--- src/rtl/pc_pkg.sv ---
package pc_pkg;
  parameter int PC_W   = 21;
  parameter int BYTE_W = 8;
  localparam int UP_W  = PC_W - 2 * BYTE_W;
  localparam int HI_LO = BYTE_W;
  localparam int UP_LO = 2 * BYTE_W;

  typedef logic [PC_W-1:0]   pc_t;
  typedef logic [BYTE_W-1:0] byte_t;
  typedef logic [UP_W-1:0]   up_t;

  typedef enum logic [1:0] {
    SEL_LOW  = 2'b00,
    SEL_HIGH = 2'b01,
    SEL_UP   = 2'b10,
    SEL_NONE = 2'b11
  } bus_sel_e;

  // Clear the byte-within-word bit.
  function automatic pc_t pc_align(input pc_t a);
    pc_t r;
    r = a;
    r[0] = 1'b0;
    return r;
  endfunction

  // One instruction word forward, modulo the address space.
  function automatic pc_t pc_step(input pc_t a);
    return pc_align(a + pc_t'(2));
  endfunction

  // Full address assembled from the latches and a low byte.
  function automatic pc_t pc_from_latches(input up_t up, input byte_t hi, input byte_t lo);
    return pc_align({up, hi, lo});
  endfunction
endpackage

--- src/rtl/pc_bus_decode.sv ---
module pc_bus_decode
  import pc_pkg::*;
(
  input  logic       bus_we_i,
  input  logic       bus_re_i,
  input  logic [1:0] bus_sel_i,
  output logic       low_wr_o,
  output logic       low_rd_o,
  output logic       hi_wr_o,
  output logic       up_wr_o
);
  always_comb begin
    low_wr_o = 1'b0;
    low_rd_o = 1'b0;
    hi_wr_o  = 1'b0;
    up_wr_o  = 1'b0;
    unique case (bus_sel_e'(bus_sel_i))
      SEL_LOW: begin
        low_wr_o = bus_we_i;
        low_rd_o = bus_re_i;
      end
      SEL_HIGH: hi_wr_o = bus_we_i;
      SEL_UP:   up_wr_o = bus_we_i;
      default: ;
    endcase
  end
endmodule

--- src/rtl/pc_latch_bank.sv ---
module pc_latch_bank
  import pc_pkg::*;
(
  input  logic  clk,
  input  logic  rst_n,
  input  logic  low_rd_i,
  input  logic  hi_wr_i,
  input  logic  up_wr_i,
  input  byte_t wdata_i,
  input  byte_t pc_hi_i,
  input  up_t   pc_up_i,
  output byte_t hi_q_o,
  output up_t   up_q_o
);
  byte_t hi_q;
  up_t   up_q;

  always_ff @(posedge clk) begin
    if (!rst_n) begin
      hi_q <= '0;
      up_q <= '0;
    end else begin
      if (low_rd_i)     hi_q <= pc_hi_i;
      else if (hi_wr_i) hi_q <= wdata_i;
      if (low_rd_i)     up_q <= pc_up_i;
      else if (up_wr_i) up_q <= wdata_i[UP_W-1:0];
    end
  end

  assign hi_q_o = hi_q;
  assign up_q_o = up_q;

  // reading the low byte refreshes both latches from the counter
  a_r6_read_refresh: assert property (@(posedge clk) disable iff (!rst_n)
    low_rd_i |=> (hi_q == $past(pc_hi_i)) && (up_q == $past(pc_up_i)));
  // latches hold unless touched through the bus
  a_r11_latch_hold: assert property (@(posedge clk) disable iff (!rst_n)
    (!low_rd_i && !hi_wr_i && !up_wr_i) |=> $stable(hi_q) && $stable(up_q));
  // upper latch keeps only its low write bits
  a_r10_up_write: assert property (@(posedge clk) disable iff (!rst_n)
    (up_wr_i && !low_rd_i) |=> up_q == $past(wdata_i[UP_W-1:0]));
endmodule

--- src/rtl/pc_count_reg.sv ---
module pc_count_reg
  import pc_pkg::*;
(
  input  logic  clk,
  input  logic  rst_n,
  input  logic  adv_i,
  input  logic  ld_i,
  input  pc_t   ld_addr_i,
  input  logic  low_wr_i,
  input  byte_t wdata_i,
  input  byte_t hi_q_i,
  input  up_t   up_q_i,
  output pc_t   pc_o
);
  pc_t pc_q;
  pc_t pc_d;
  pc_t pc_next_seq;
  pc_t pc_next_bus;
  pc_t pc_next_ld;

  assign pc_next_seq = pc_step(pc_q);
  assign pc_next_bus = pc_from_latches(up_q_i, hi_q_i, wdata_i);
  assign pc_next_ld  = pc_align(ld_addr_i);

  // Priority: direct load, then low-byte write, then advance.
  always_comb begin
    pc_d = pc_q;
    if (ld_i)          pc_d = pc_next_ld;
    else if (low_wr_i) pc_d = pc_next_bus;
    else if (adv_i)    pc_d = pc_next_seq;
  end

  always_ff @(posedge clk) begin
    if (!rst_n) pc_q <= '0;
    else        pc_q <= pc_d;
  end

  assign pc_o = pc_q;

  // direct load wins and ignores the latches
  a_r8_load_wins: assert property (@(posedge clk) disable iff (!rst_n)
    ld_i |=> pc_q == pc_align($past(ld_addr_i)));
  // advance moves forward one word
  a_r2_advance: assert property (@(posedge clk) disable iff (!rst_n)
    (adv_i && !ld_i && !low_wr_i) |=> pc_q == $past(pc_q) + pc_t'(2));
  // low-byte write transfers the latches
  a_r4_low_write: assert property (@(posedge clk) disable iff (!rst_n)
    (low_wr_i && !ld_i) |=> pc_q[PC_W-1:BYTE_W] == $past({up_q_i, hi_q_i}));
  // nothing requested, nothing changes
  a_r5_hold: assert property (@(posedge clk) disable iff (!rst_n)
    (!adv_i && !ld_i && !low_wr_i) |=> $stable(pc_q));
endmodule

--- src/rtl/prog_counter_latched.sv ---
module prog_counter_latched
  import pc_pkg::*;
(
  input  logic              clk,
  input  logic              rst_n,
  input  logic              adv_i,
  input  logic              ld_i,
  input  logic [PC_W-1:0]   ld_addr_i,
  input  logic              bus_we_i,
  input  logic              bus_re_i,
  input  logic [1:0]        bus_sel_i,
  input  logic [BYTE_W-1:0] bus_wdata_i,
  output logic [BYTE_W-1:0] bus_rdata_o,
  output logic [PC_W-1:0]   pc_o
);
  logic  low_wr_evt;
  logic  low_rd_evt;
  logic  hi_wr_evt;
  logic  up_wr_evt;
  byte_t hi_q;
  up_t   up_q;
  pc_t   pc_q;

  pc_bus_decode u_dec (
    .bus_we_i (bus_we_i),
    .bus_re_i (bus_re_i),
    .bus_sel_i(bus_sel_i),
    .low_wr_o (low_wr_evt),
    .low_rd_o (low_rd_evt),
    .hi_wr_o  (hi_wr_evt),
    .up_wr_o  (up_wr_evt)
  );

  pc_latch_bank u_latch (
    .clk     (clk),
    .rst_n   (rst_n),
    .low_rd_i(low_rd_evt),
    .hi_wr_i (hi_wr_evt),
    .up_wr_i (up_wr_evt),
    .wdata_i (bus_wdata_i),
    .pc_hi_i (pc_q[UP_LO-1:HI_LO]),
    .pc_up_i (pc_q[PC_W-1:UP_LO]),
    .hi_q_o  (hi_q),
    .up_q_o  (up_q)
  );

  pc_count_reg u_cnt (
    .clk      (clk),
    .rst_n    (rst_n),
    .adv_i    (adv_i),
    .ld_i     (ld_i),
    .ld_addr_i(ld_addr_i),
    .low_wr_i (low_wr_evt),
    .wdata_i  (bus_wdata_i),
    .hi_q_i   (hi_q),
    .up_q_i   (up_q),
    .pc_o     (pc_q)
  );

  always_comb begin
    unique case (bus_sel_e'(bus_sel_i))
      SEL_LOW:  bus_rdata_o = pc_q[BYTE_W-1:0];
      SEL_HIGH: bus_rdata_o = hi_q;
      SEL_UP:   bus_rdata_o = byte_t'(up_q);
      default:  bus_rdata_o = '0;
    endcase
  end

  assign pc_o = pc_q;

  // output always word-aligned
  a_r3_aligned: assert property (@(posedge clk) disable iff (!rst_n) pc_o[0] == 1'b0);
  // unused upper-latch bits read as zero
  a_r10_up_readback: assert property (@(posedge clk) disable iff (!rst_n)
    (bus_sel_i == 2'b10) |-> bus_rdata_o[BYTE_W-1:UP_W] == '0);
endmodule

--- config.mk ---
export PLATFORM = sky130hd
export DESIGN_NAME = prog_counter_latched
export DESIGN_NICKNAME = d
export VERILOG_FILES = /design/src/rtl/pc_pkg.sv /design/src/rtl/pc_bus_decode.sv /design/src/rtl/pc_latch_bank.sv /design/src/rtl/pc_count_reg.sv /design/src/rtl/prog_counter_latched.sv
export SDC_FILE = /design/constraint.sdc
export NUM_CORES = 1
export LEC_CHECK = 0
export BUFFER_PORTS_ARGS = -buffer_cell sky130_fd_sc_hd__buf_4
export CORE_MARGIN = 1.5
export CORE_UTILIZATION = 30
export DETAILED_ROUTE_END_ITERATION = 10
export HOLD_SLACK_MARGIN = 0.15
export PLACE_DENSITY = 0.65
export SLEW_MARGIN = 20
export SYNTH_ARGS = -nofsm -noshare
export SYNTH_HDL_FRONTEND = slang
export SYNTH_SLANG_ARGS = --single-unit
--- constraint.sdc ---
create_clock -name clk -period 1.9 [get_ports clk]
set_input_delay 0.095 -clock clk [delete_from_list [all_inputs] [get_ports clk]]
set_output_delay 0.095 -clock clk [all_outputs]
set_load 0.1 [all_outputs]
==> flow_summary.toml, run 1 <==
[floorplan]
initial_core_util = 0.311
die_area_um2 = 8100
ioPinCount = 66
fp-row-count = 31
die_w_um = 90.0
dieHeight_um = 90.0
core_area_um2 = 7290

[routing]
drt-wirelength-per-cell_um = 16.9
detail_route.iter0.violations = 145
vias = 2728
post_route_wl_um = 8160
drt_pre_antenna_iters = 4
postRouteAntennaNets = 0
via_per_inst = 5.64
route.detailed.drc = 0

[synthesis]
syn_nets = 339
synth.yosys.warnings = 0
post-synth-top-area-fraction = 0.291
synth_cell_type_count = 53
synth_area_um2 = 2270
synth_top_cell_by_area = "sky130_fd_sc_hd__dfxtp_1"
edff_count_synth = 0
synth.avg_cell_area_um2 = 7.54
yosys-top-cells-area = "sky130_fd_sc_hd__dfxtp_1 (29%), sky130_fd_sc_hd__nand2_1 (6.1%), sky130_fd_sc_hd__mux2i_1 (5.7%)"
seq_area_frac_synth = 0.291
ys_dominant_reg_cell = "sky130_fd_sc_hd__dfxtp_1"
ys_ff_latch = 33
post_synth_inst_count = 301
ys_async_sr_fraction = 0

[grt]
track_usage = 0.203
grt_use_met1 = 0.254
grt_pass1_wl_um = 13300
antenna_found_initial = 0
most_used_routing_layer = "met2"
use_met3 = 0.0440
first_global_vias = 2678
grt_util_met2 = 0.331
grt-ovfl-total = 0
grt_start_max_net_pins = 32

[placement]
dp_hpwl_um = 6020
placement.io_buffers = 63
routabilityCongestion = 0.874

[timing]
slew_violations = 0
holdWs_ps = 156
min_period_over_period = 0.970
setup_total_negative_slack_ps = 0
final_setup_skew_ps = 2.05
max_freq_ghz = 0.542
timing_hold_violations_final = 0
period_needed_ps = 1840
rsz0062_at_grt = "no"
timing.final.setup_violations = 0

[clock_tree]
tritoncts = "yes"
ctsLongestPathBuffers = 2
ctsHtreeMaxLevel = 2
clock_tree.root_cell = "sky130_fd_sc_hd__clkbuf_8"
cts_made_buffers = 5
cts_resized = 0
clkSinkCount = 33
clock_latency_ps = 290
clk_pin_slew_worst_paths_ps = 70

[power_and_ir_drop]
ir_drop_uv = 274
power_leakage_nw = 1.35
power_density_over_the_cells_nw_per_um2 = 680

[worst_setup_path]
path_class = "in -> reg"
critical-path-top-cell-by-count = "sky130_fd_sc_hd__buf_4"
crit_path_max_incr_delay_ps = 590
worstPathCellList = "buf_4 -> or3b_2 -> nand2_1 -> buf_4 -> o221ai_1 -> dlygate4sd3_1 -> a21oi_1"
start_kind = "input pin"
critical-path-slowest-cell = "sky130_fd_sc_hd__dlygate4sd3_1"
critical_path_required_ps = 2120
cp-end-kind = "flip-flop"
data_arrival_time_of_the_critical_path_ps = 2060
timing.critical_path.fanout_max = 12

[finish]
drive_above_1_share = 0.317
antenna-diode-count = 0
flow.area_growth_from_synthesis_pct = 44.8
design.final.nets = 422
finish.utilization = 0.451

[hold_path]
min_path_type = "in -> reg"

[outcome]
result_of_the_run = "finished, final reports clean"

[flow_run]
maxCapViolations = 0
-- synthesized netlist by cell type, types with 2 or more instances --
library cell	instances
sky130_fd_sc_hd__nor4_1	5
sky130_fd_sc_hd__o22ai_1	2
sky130_fd_sc_hd__o311ai_0	4
sky130_fd_sc_hd__o221ai_1	2
sky130_fd_sc_hd__xnor2_1	6
sky130_fd_sc_hd__a311o_1	2
sky130_fd_sc_hd__and2_1	2
sky130_fd_sc_hd__dfxtp_1	33
sky130_fd_sc_hd__o21ai_0	13
sky130_fd_sc_hd__buf_1	4
sky130_fd_sc_hd__a21oi_1	12
sky130_fd_sc_hd__o31ai_1	4
sky130_fd_sc_hd__nand2_1	37
sky130_fd_sc_hd__inv_1	5
sky130_fd_sc_hd__nand3_1	17
sky130_fd_sc_hd__nor2_1	29
sky130_fd_sc_hd__a211oi_1	10
sky130_fd_sc_hd__and4_1	2
sky130_fd_sc_hd__or3_1	3
sky130_fd_sc_hd__clkbuf_1	16
sky130_fd_sc_hd__nor2b_1	3
sky130_fd_sc_hd__o211ai_1	2
sky130_fd_sc_hd__buf_2	3
sky130_fd_sc_hd__a31oi_1	5
sky130_fd_sc_hd__nand2b_1	5
sky130_fd_sc_hd__o21a_1	4
sky130_fd_sc_hd__nor3_1	13
sky130_fd_sc_hd__a311oi_1	10
sky130_fd_sc_hd__o31a_1	6
sky130_fd_sc_hd__and3_1	3
sky130_fd_sc_hd__nand4_1	5
sky130_fd_sc_hd__mux2i_1	13
-- area by class of cell --
type	instances	area (um2)
sequential	33	718
multi-input combinational	239	1530
timing repair buffer	100	796
tap	99	124
fill	759	4000
inverter	5	18.8
clock inverter	1	5.00
clock buffer	7	96.3
-- placed cells by master (no fill, tap or decap), types with 7 or more instances in the layout --
cell and instances:
sky130_fd_sc_hd__nor2_1 26, sky130_fd_sc_hd__nand2_1 37, sky130_fd_sc_hd__dlygate4sd3_1 18, sky130_fd_sc_hd__nand3_1 16, sky130_fd_sc_hd__a311oi_1 10, sky130_fd_sc_hd__o21ai_0 9
sky130_fd_sc_hd__dfxtp_4 15, sky130_fd_sc_hd__clkbuf_8 7, sky130_fd_sc_hd__a211oi_1 10, sky130_fd_sc_hd__nor3_1 13, sky130_fd_sc_hd__a21oi_1 12, sky130_fd_sc_hd__mux2i_1 13
sky130_fd_sc_hd__buf_4 82, sky130_fd_sc_hd__dfxtp_1 17
-- kinds of logic after synthesis --
logic type,after synthesis,share of synthesized area
multiplexers,14,0.0623
other,1,0.00165
XOR/XNOR,7,0.0270
flip-flops,33,0.291
AND/OR/NAND/NOR,133,0.299
AO/OA/AOI/OAI,83,0.263
buffers and inverters,29,0.0512
adder cells (fa/ha/maj),1,0.00551
-- layer usage --
layer / share of wire / wire length [um]
met5: 0 / 0
met4: 0.030 / 247
met3: 0.060 / 486
met2: 0.47 / 3800
met1: 0.44 / 3620
-- flip-flops by register name, summed over array words and instances (netlist names) --
signal / count
u_cnt.pc_o: 20
u_latch.hi_q_o: 8
u_latch.up_q_o: 5
-- critical path, delay by kind of cell --
family	cells	cell delay, ps
AO/OA/AOI/OAI	2	240
AND/OR/NAND/NOR	2	790
buffers and inverters	3	940
-- report_power, final --
part | switching, mW | total (mW) | leakage [nW] | internal [mW]
sequential | 0.0924 | 0.835 | 0.282 | 0.743
combinational | 0.542 | 0.798 | 1.01 | 0.256
clock | 0.276 | 0.603 | 0.0542 | 0.328
total | 0.910 | 2.24 | 1.35 | 1.33
-- path summary, 6_finish.rpt --
kind,from,endpoint,slack [ps],cells past startpoint
hold reg to reg,u_latch.hi_q_o[4],u_latch.hi_q_o[4],520,2
setup reg to reg,u_cnt.pc_o[14],u_cnt.pc_o[20],120,4
setup / recovery,bus_we_i,u_cnt.pc_o[5],60,7
hold / removal,ld_addr_i[3],u_cnt.pc_o[3],160,3
-- timing repair --
action / 4_1_cts / 5_1_grt
hold endpoints to repair: 16 / 0
hold buffers: 18 / 0
setup buffers: 0 / 0
-- stage by stage --
| step | power [mW] | cells | worst slack, ps | area, um2 |
|---|---|---|---|---|
| floorplan | 1.39 | 301 | -72.7 | 2380 |
| global placement | 1.60 | 458 | 159 | 3010 |
| detailed placement | 1.61 | 458 | 135 | 3010 |
| CTS | 2.24 | 484 | 107 | 3290 |
| global route | 2.34 | 484 | 11.2 | 3290 |
| finish | 2.24 | 484 | 56.4 | 3290 |
Power figures use the tool's default switching activity.
==> run 2: changes to the inputs <==
Settings changed: ABC_AREA from default to 1.
==> flow_summary.toml, run 2 <==
[timing]
setup_total_negative_slack_ps = 0
timing.final.setup_violations = 0
min_period_over_period = 0.804
slew_violations = 0
holdWs_ps = 172
rsz0062_at_grt = "no"
final_setup_skew_ps = 7.71
max_freq_ghz = 0.654
period_needed_ps = 1530
postLayoutSetupSlackWorst_ps = 371
timing_hold_violations_final = 0

[floorplan]
die_area_um2 = 8340
fp-row-count = 32
core_area_um2 = 7650
initial_core_util = 0.306
ioPinCount = 66
dieHeight_um = 91.3
die_w_um = 91.3

[worst_setup_path]
reg2reg_setup_slack_ps = 370
critical_path_cell_count = 10
rr_worst_depth = 10
timing.critical_path.fanout_max = 6
cp-end-kind = "flip-flop"
critical_path_required_ps = 2090
crit_path_max_incr_delay_ps = 390
start_kind = "flip-flop"
timing.critical_path.max_delay_family = "simple AND/OR/NAND/NOR gates"
critPathLaunch = "u_cnt.pc_o[2]"
data_arrival_time_of_the_critical_path_ps = 1720
crit_buf_inv = 0
reg2reg_to = "u_cnt.pc_o[19]"
worst_r2r_startpoint = "u_cnt.pc_o[2]"
critical-path-slowest-cell = "sky130_fd_sc_hd__dfxtp_2"
critPathCapture = "u_cnt.pc_o[19]"
critical-path-top-cell-by-count = "sky130_fd_sc_hd__nand2_1"
path_class = "reg -> reg"
worstPathCellList = "ha_1 -> nand2_1 -> nor2_2 -> nand2_2 -> nor2_2 -> nand2_1 -> nand2_1 -> nand3_1 -> nand2_1 -> a21oi_2"

[clock_tree]
clock_latency_ps = 300
cts_hold_buf = 19
ctsHtreeMaxLevel = 2
number_of_setup_buffers_added_after_cts = 0
ctsLongestPathBuffers = 2
cts_made_buffers = 5
tritoncts = "yes"
clock_tree.root_cell = "sky130_fd_sc_hd__clkbuf_8"
clkSinkCount = 33
clk_pin_slew_worst_paths_ps = 80
cts_resized = 0

[power_and_ir_drop]
power_leakage_nw = 1.42
share_seq_of_total_power = 0.370
power_density_over_the_cells_nw_per_um2 = 678
pwr-share-comb = 0.391
p_switching_uw = 985
clockPowerShare = 0.239
internal_power_mw = 1.26
swShare = 0.440
ir_drop_uv = 226
total_power_consumption_of_the_routed_design_mw = 2.24

[synthesis]
most_used_standard_cell_by_instance_count_after_synthesis = "sky130_fd_sc_hd__nand2_1"
synth_cell_type_count = 33
synth_area_um2 = 2340
ys_dominant_reg_cell = "sky130_fd_sc_hd__dfxtp_1"
ys_async_sr_fraction = 0
ys_top_cells_by_count = "sky130_fd_sc_hd__nand2_1 (92), sky130_fd_sc_hd__inv_1 (47), sky130_fd_sc_hd__o21ai_0 (42), sky130_fd_sc_hd__a21oi_1 (36), sky130_fd_sc_hd__dfxtp_1 (33)"
synth.avg_cell_area_um2 = 6.14
synth.yosys.warnings = 0
yosys-top-cells-area = "sky130_fd_sc_hd__dfxtp_1 (28%), sky130_fd_sc_hd__nand2_1 (15%), sky130_fd_sc_hd__o21ai_0 (9.0%)"
post_synth_inst_count = 381
synth_top_cell_by_area = "sky130_fd_sc_hd__dfxtp_1"
ys_ff_latch = 33
syn_nets = 419
post-synth-top-area-fraction = 0.282
seq_area_frac_synth = 0.282
edff_count_synth = 0

[grt]
grt_start_max_net_pins = 32
most_used_routing_layer = "met2"
first_global_vias = 2661
grt_util_met2 = 0.351
grt_use_met1 = 0.264
track_usage = 0.206
antenna_found_initial = 0
grt-ovfl-total = 0
use_met3 = 0.0410
grt_pass1_wl_um = 13600

[placement]
dpl_cell_area_um2 = 3040
dpl.cell_count = 539
routabilityCongestion = 0.915
placement.io_buffers = 63
dp_hpwl_um = 6270
dp_slack_ps = 393

[finish]
drive_above_1_share = 0.269
layout_commonest_cell = "sky130_fd_sc_hd__nand2_1"
finish.utilization = 0.433
final_cell_area_um2 = 3310
largest_register_ffs = 20
mostFrequentLayoutCells = "sky130_fd_sc_hd__nand2_1 (92), sky130_fd_sc_hd__buf_4 (70), sky130_fd_sc_hd__inv_1 (45)"
multi_input_area_um2 = 1500
layout.area.seq_um2 = 676
design.final.nets = 501
flow.area_growth_from_synthesis_pct = 41.4
filler_cell_count = 791
antenna-diode-count = 0
layout.cells.non_filler = 566

[routing]
postRouteAntennaNets = 0
via_per_inst = 5.04
post_route_wl_um = 8350
detail_route.iter0.violations = 183
vias = 2853
route.detailed.drc = 0
drt-wirelength-per-cell_um = 14.7
drt_pre_antenna_iters = 5

[hold_path]
min_path_type = "in -> reg"

[outcome]
result_of_the_run = "finished, final reports clean"

[flow_run]
maxCapViolations = 0
[run 2: cell types whose count changed after synthesis, sizes merged, moves of 11 or more]
cell	before	now
a21oi	12	39
clkbuf	16	5
mux2i	13	0
nand2	37	100
o21ai	13	54
nor3	13	2
inv	5	52
[run 2: kinds of logic (layout without fill, tap and decap cells)]
group,count (synthesis),in the layout,synth area share
xor+xnor,5,5,0.0187
other cells,1,1,0.00160
compound gates,113,113,0.264
buf+inv,67,150,0.119
simple gates,161,161,0.309
fa+ha+maj,1,1,0.00535
flops,33,33,0.282
[run 2: worst reg2reg max path: cells and delay by family (launching register included)]
| family | cells | cell delay [ps] |
|---|---|---|
| fa+ha+maj | 1 | 190 |
| compound gates | 1 | 50 |
| flops | 1 | 390 |
| simple gates | 8 | 790 |
[run 2: worst min path at each step]
stage | start | endpoint | slack (ps) | cells past startpoint
after CTS | rst_n | u_latch.hi_q_o[4] | 160 | 3
final | rst_n | u_cnt.pc_o[5] | 170 | 3
after floorplan | rst_n | u_cnt.pc_o[2] | 230 | 2
after detailed placement | ld_addr_i[5] | u_cnt.pc_o[5] | 380 | 3
after global placement | ld_addr_i[5] | u_cnt.pc_o[5] | 380 | 3
after global routing | rst_n | u_latch.hi_q_o[4] | 180 | 3
[run 2: cell type report]
type,count,area share
clock buffer,6,0.0219
clock inverter,2,0.00303
inverter,53,0.0639
multi-input combinational,281,0.452
sequential,33,0.204
tap,102,0.0386
timing repair buffer,89,0.216
[run 2: metal layers]
metal	vias up	wire (um)
li1	1420	-
met1	1316	3820
met2	103	3890
met3	14	482
met4	0	152
met5	-	0
[run 2: power groups by stage]
stage	combinational, mW	clock, mW	sequential (mW)
2_1_floorplan	0.360	0	1.09
3_3_place_gp	0.835	0	0.841
3_5_place_dp	0.843	0	0.842
4_1_cts	0.875	0.546	0.827
5_1_grt	0.931	0.582	0.837
6_report	0.877	0.536	0.830
==> run 3: changes to the inputs <==
Clock period 1.9 ns to 1.4 ns, I/O delays scaled along.
==> flow_summary.toml, run 3 (same netlist as run 2, synthesis figures left out) <==
[outcome]
result_of_the_run = "finished, final reports clean"

[routing]
drt_pre_antenna_iters = 5
route.detailed.drc = 0
via_per_inst = 5.15
detail_route.iter0.violations = 323
post_route_wl_um = 8900
postRouteAntennaNets = 0
drt-wirelength-per-cell_um = 15.1
vias = 3033

[grt]
grt_start_max_net_pins = 32
grt-ovfl-total = 0
track_usage = 0.209
grt_pass1_wl_um = 13800
antenna_found_initial = 0
first_global_vias = 2859

[worst_setup_path]
data_arrival_time_of_the_critical_path_ps = 1560
worstPathCellList = "nand2_4 -> nor2_4 -> nand2_4 -> buf_4 -> xor2_1 -> o21ai_0 -> a21oi_1"
cp-end-kind = "flip-flop"
crit_path_max_incr_delay_ps = 390
start_kind = "flip-flop"
path_class = "reg -> reg"
critical-path-top-cell-by-count = "sky130_fd_sc_hd__nand2_4"
critical_path_required_ps = 1570
timing.critical_path.fanout_max = 5
crit_buf_inv = 1
critPathLaunch = "u_cnt.pc_o[3]"
worst_r2r_startpoint = "u_cnt.pc_o[3]"
critical-path-slowest-cell = "sky130_fd_sc_hd__dfxtp_4"
timing.critical_path.max_delay_family = "flip-flops"

[power_and_ir_drop]
total_power_consumption_of_the_routed_design_mw = 3.20
ir_drop_uv = 297
power_leakage_nw = 1.61
power_density_over_the_cells_nw_per_um2 = 877

[timing]
timing.final.setup_violations = 0
final_setup_skew_ps = 13.1
timing_hold_violations_final = 0
relSlewSlack = 0.667
max_freq_ghz = 0.721
rsz0062_at_grt = "yes"
slew_violations = 0
worst_pin_slew_ps = 498
min_period_over_period = 0.991
period_needed_ps = 1390

[hold_path]
min_path_type = "in -> reg"
worst_hold_startpoint = "adv_i"

[placement]
placement.io_buffers = 63
dpl.cell_count = 546
routabilityCongestion = 0.980
dp_hpwl_um = 6460

[clock_tree]
clk_pin_slew_worst_paths_ps = 80
clock_tree.root_cell = "sky130_fd_sc_hd__clkbuf_8"
ctsHtreeMaxLevel = 2
cts_made_buffers = 5
clkSinkCount = 33
tritoncts = "yes"
clock_latency_ps = 300
ctsLongestPathBuffers = 2

[finish]
drive_above_1_share = 0.347
mostFrequentLayoutCells = "sky130_fd_sc_hd__nand2_1 (87), sky130_fd_sc_hd__buf_4 (85), sky130_fd_sc_hd__inv_1 (41)"
antenna-diode-count = 0
layout_commonest_cell = "sky130_fd_sc_hd__nand2_1"
finish.utilization = 0.478
flow.area_growth_from_synthesis_pct = 56.1
filler_cell_count = 790
design.final.nets = 524
layout.cells.non_filler = 589
largest_register_ffs = 20

[flow_run]
maxCapViolations = 0

[floorplan]
initial_core_util = 0.306
core_area_um2 = 7650
fp-row-count = 32
die_w_um = 91.3
ioPinCount = 66
die_area_um2 = 8340
dieHeight_um = 91.3
run 3: layout make-up:
| class | count | area [um2] | area share |
|---|---|---|---|
| multi-input cells | 282 | 1590 | 0.435 |
| well taps | 102 | 128 | 0.0349 |
| inverters | 53 | 209 | 0.0572 |
| repair buffers | 111 | 912 | 0.250 |
| clock buffers | 8 | 90.1 | 0.0247 |
| flip-flops and latches | 33 | 724 | 0.198 |
run 3: power by group:
part           switching, mW  leakage [nW]  internal (mW)  total, mW
Combinational          0.894          1.28          0.413       1.31
Sequential             0.110         0.283           1.02       1.13
Clock                  0.368        0.0455          0.401      0.770
run 3: metal layers:
metal | GRT usage | wire length (um) | up-vias
met3 | 0.0452 | 662 | 28
met4 | 0.0807 | 283 | 0
met1 | 0.267 | 3910 | 1389
met2 | 0.343 | 4050 | 147
li1 | - | - | 1469
met5 | 0 | 0 | -
run 3: path summary, 6_finish.rpt:
path	end	slack, ps	cells after the start
max	u_cnt.pc_o[8]	10	7
min	u_cnt.pc_o[3]	150	4
max reg2reg	u_cnt.pc_o[8]	10	7
min reg2reg	u_latch.hi_q_o[6]	470	2
run 3: timing repair:
action | in CTS | in global routing
pin swaps | 0 | 11
gates cloned | 0 | 1
gates resized for setup | 2 | 15
hold buffers | 22 | 0
endpoints found under the hold margin | 23 | 0
setup buffers | 1 | 11
endpoints found under the setup margin | 2 | 14
run 3: through the flow:
stage,setup WS (ps),hold slack (ps),instance area [um2],setup TNS [ps]
6_report,12.2,155,3650,0
5_1_grt,-66.3,179,3650,-194
4_1_cts,0.283,157,3510,0
3_5_place_dp,-26.7,361,3190,-51.4
3_3_place_gp,14.9,358,3190,0
2_1_floorplan,-471,198,2560,-982
run 3: tightest hold or removal path: cells and delay by family:
| kind | cells | cell delay [ps] |
|---|---|---|
| and+or+nand+nor | 2 | 150 |
| AOI/OAI and AO/OA | 1 | 60 |
| buffers and inverters | 1 | 120 |
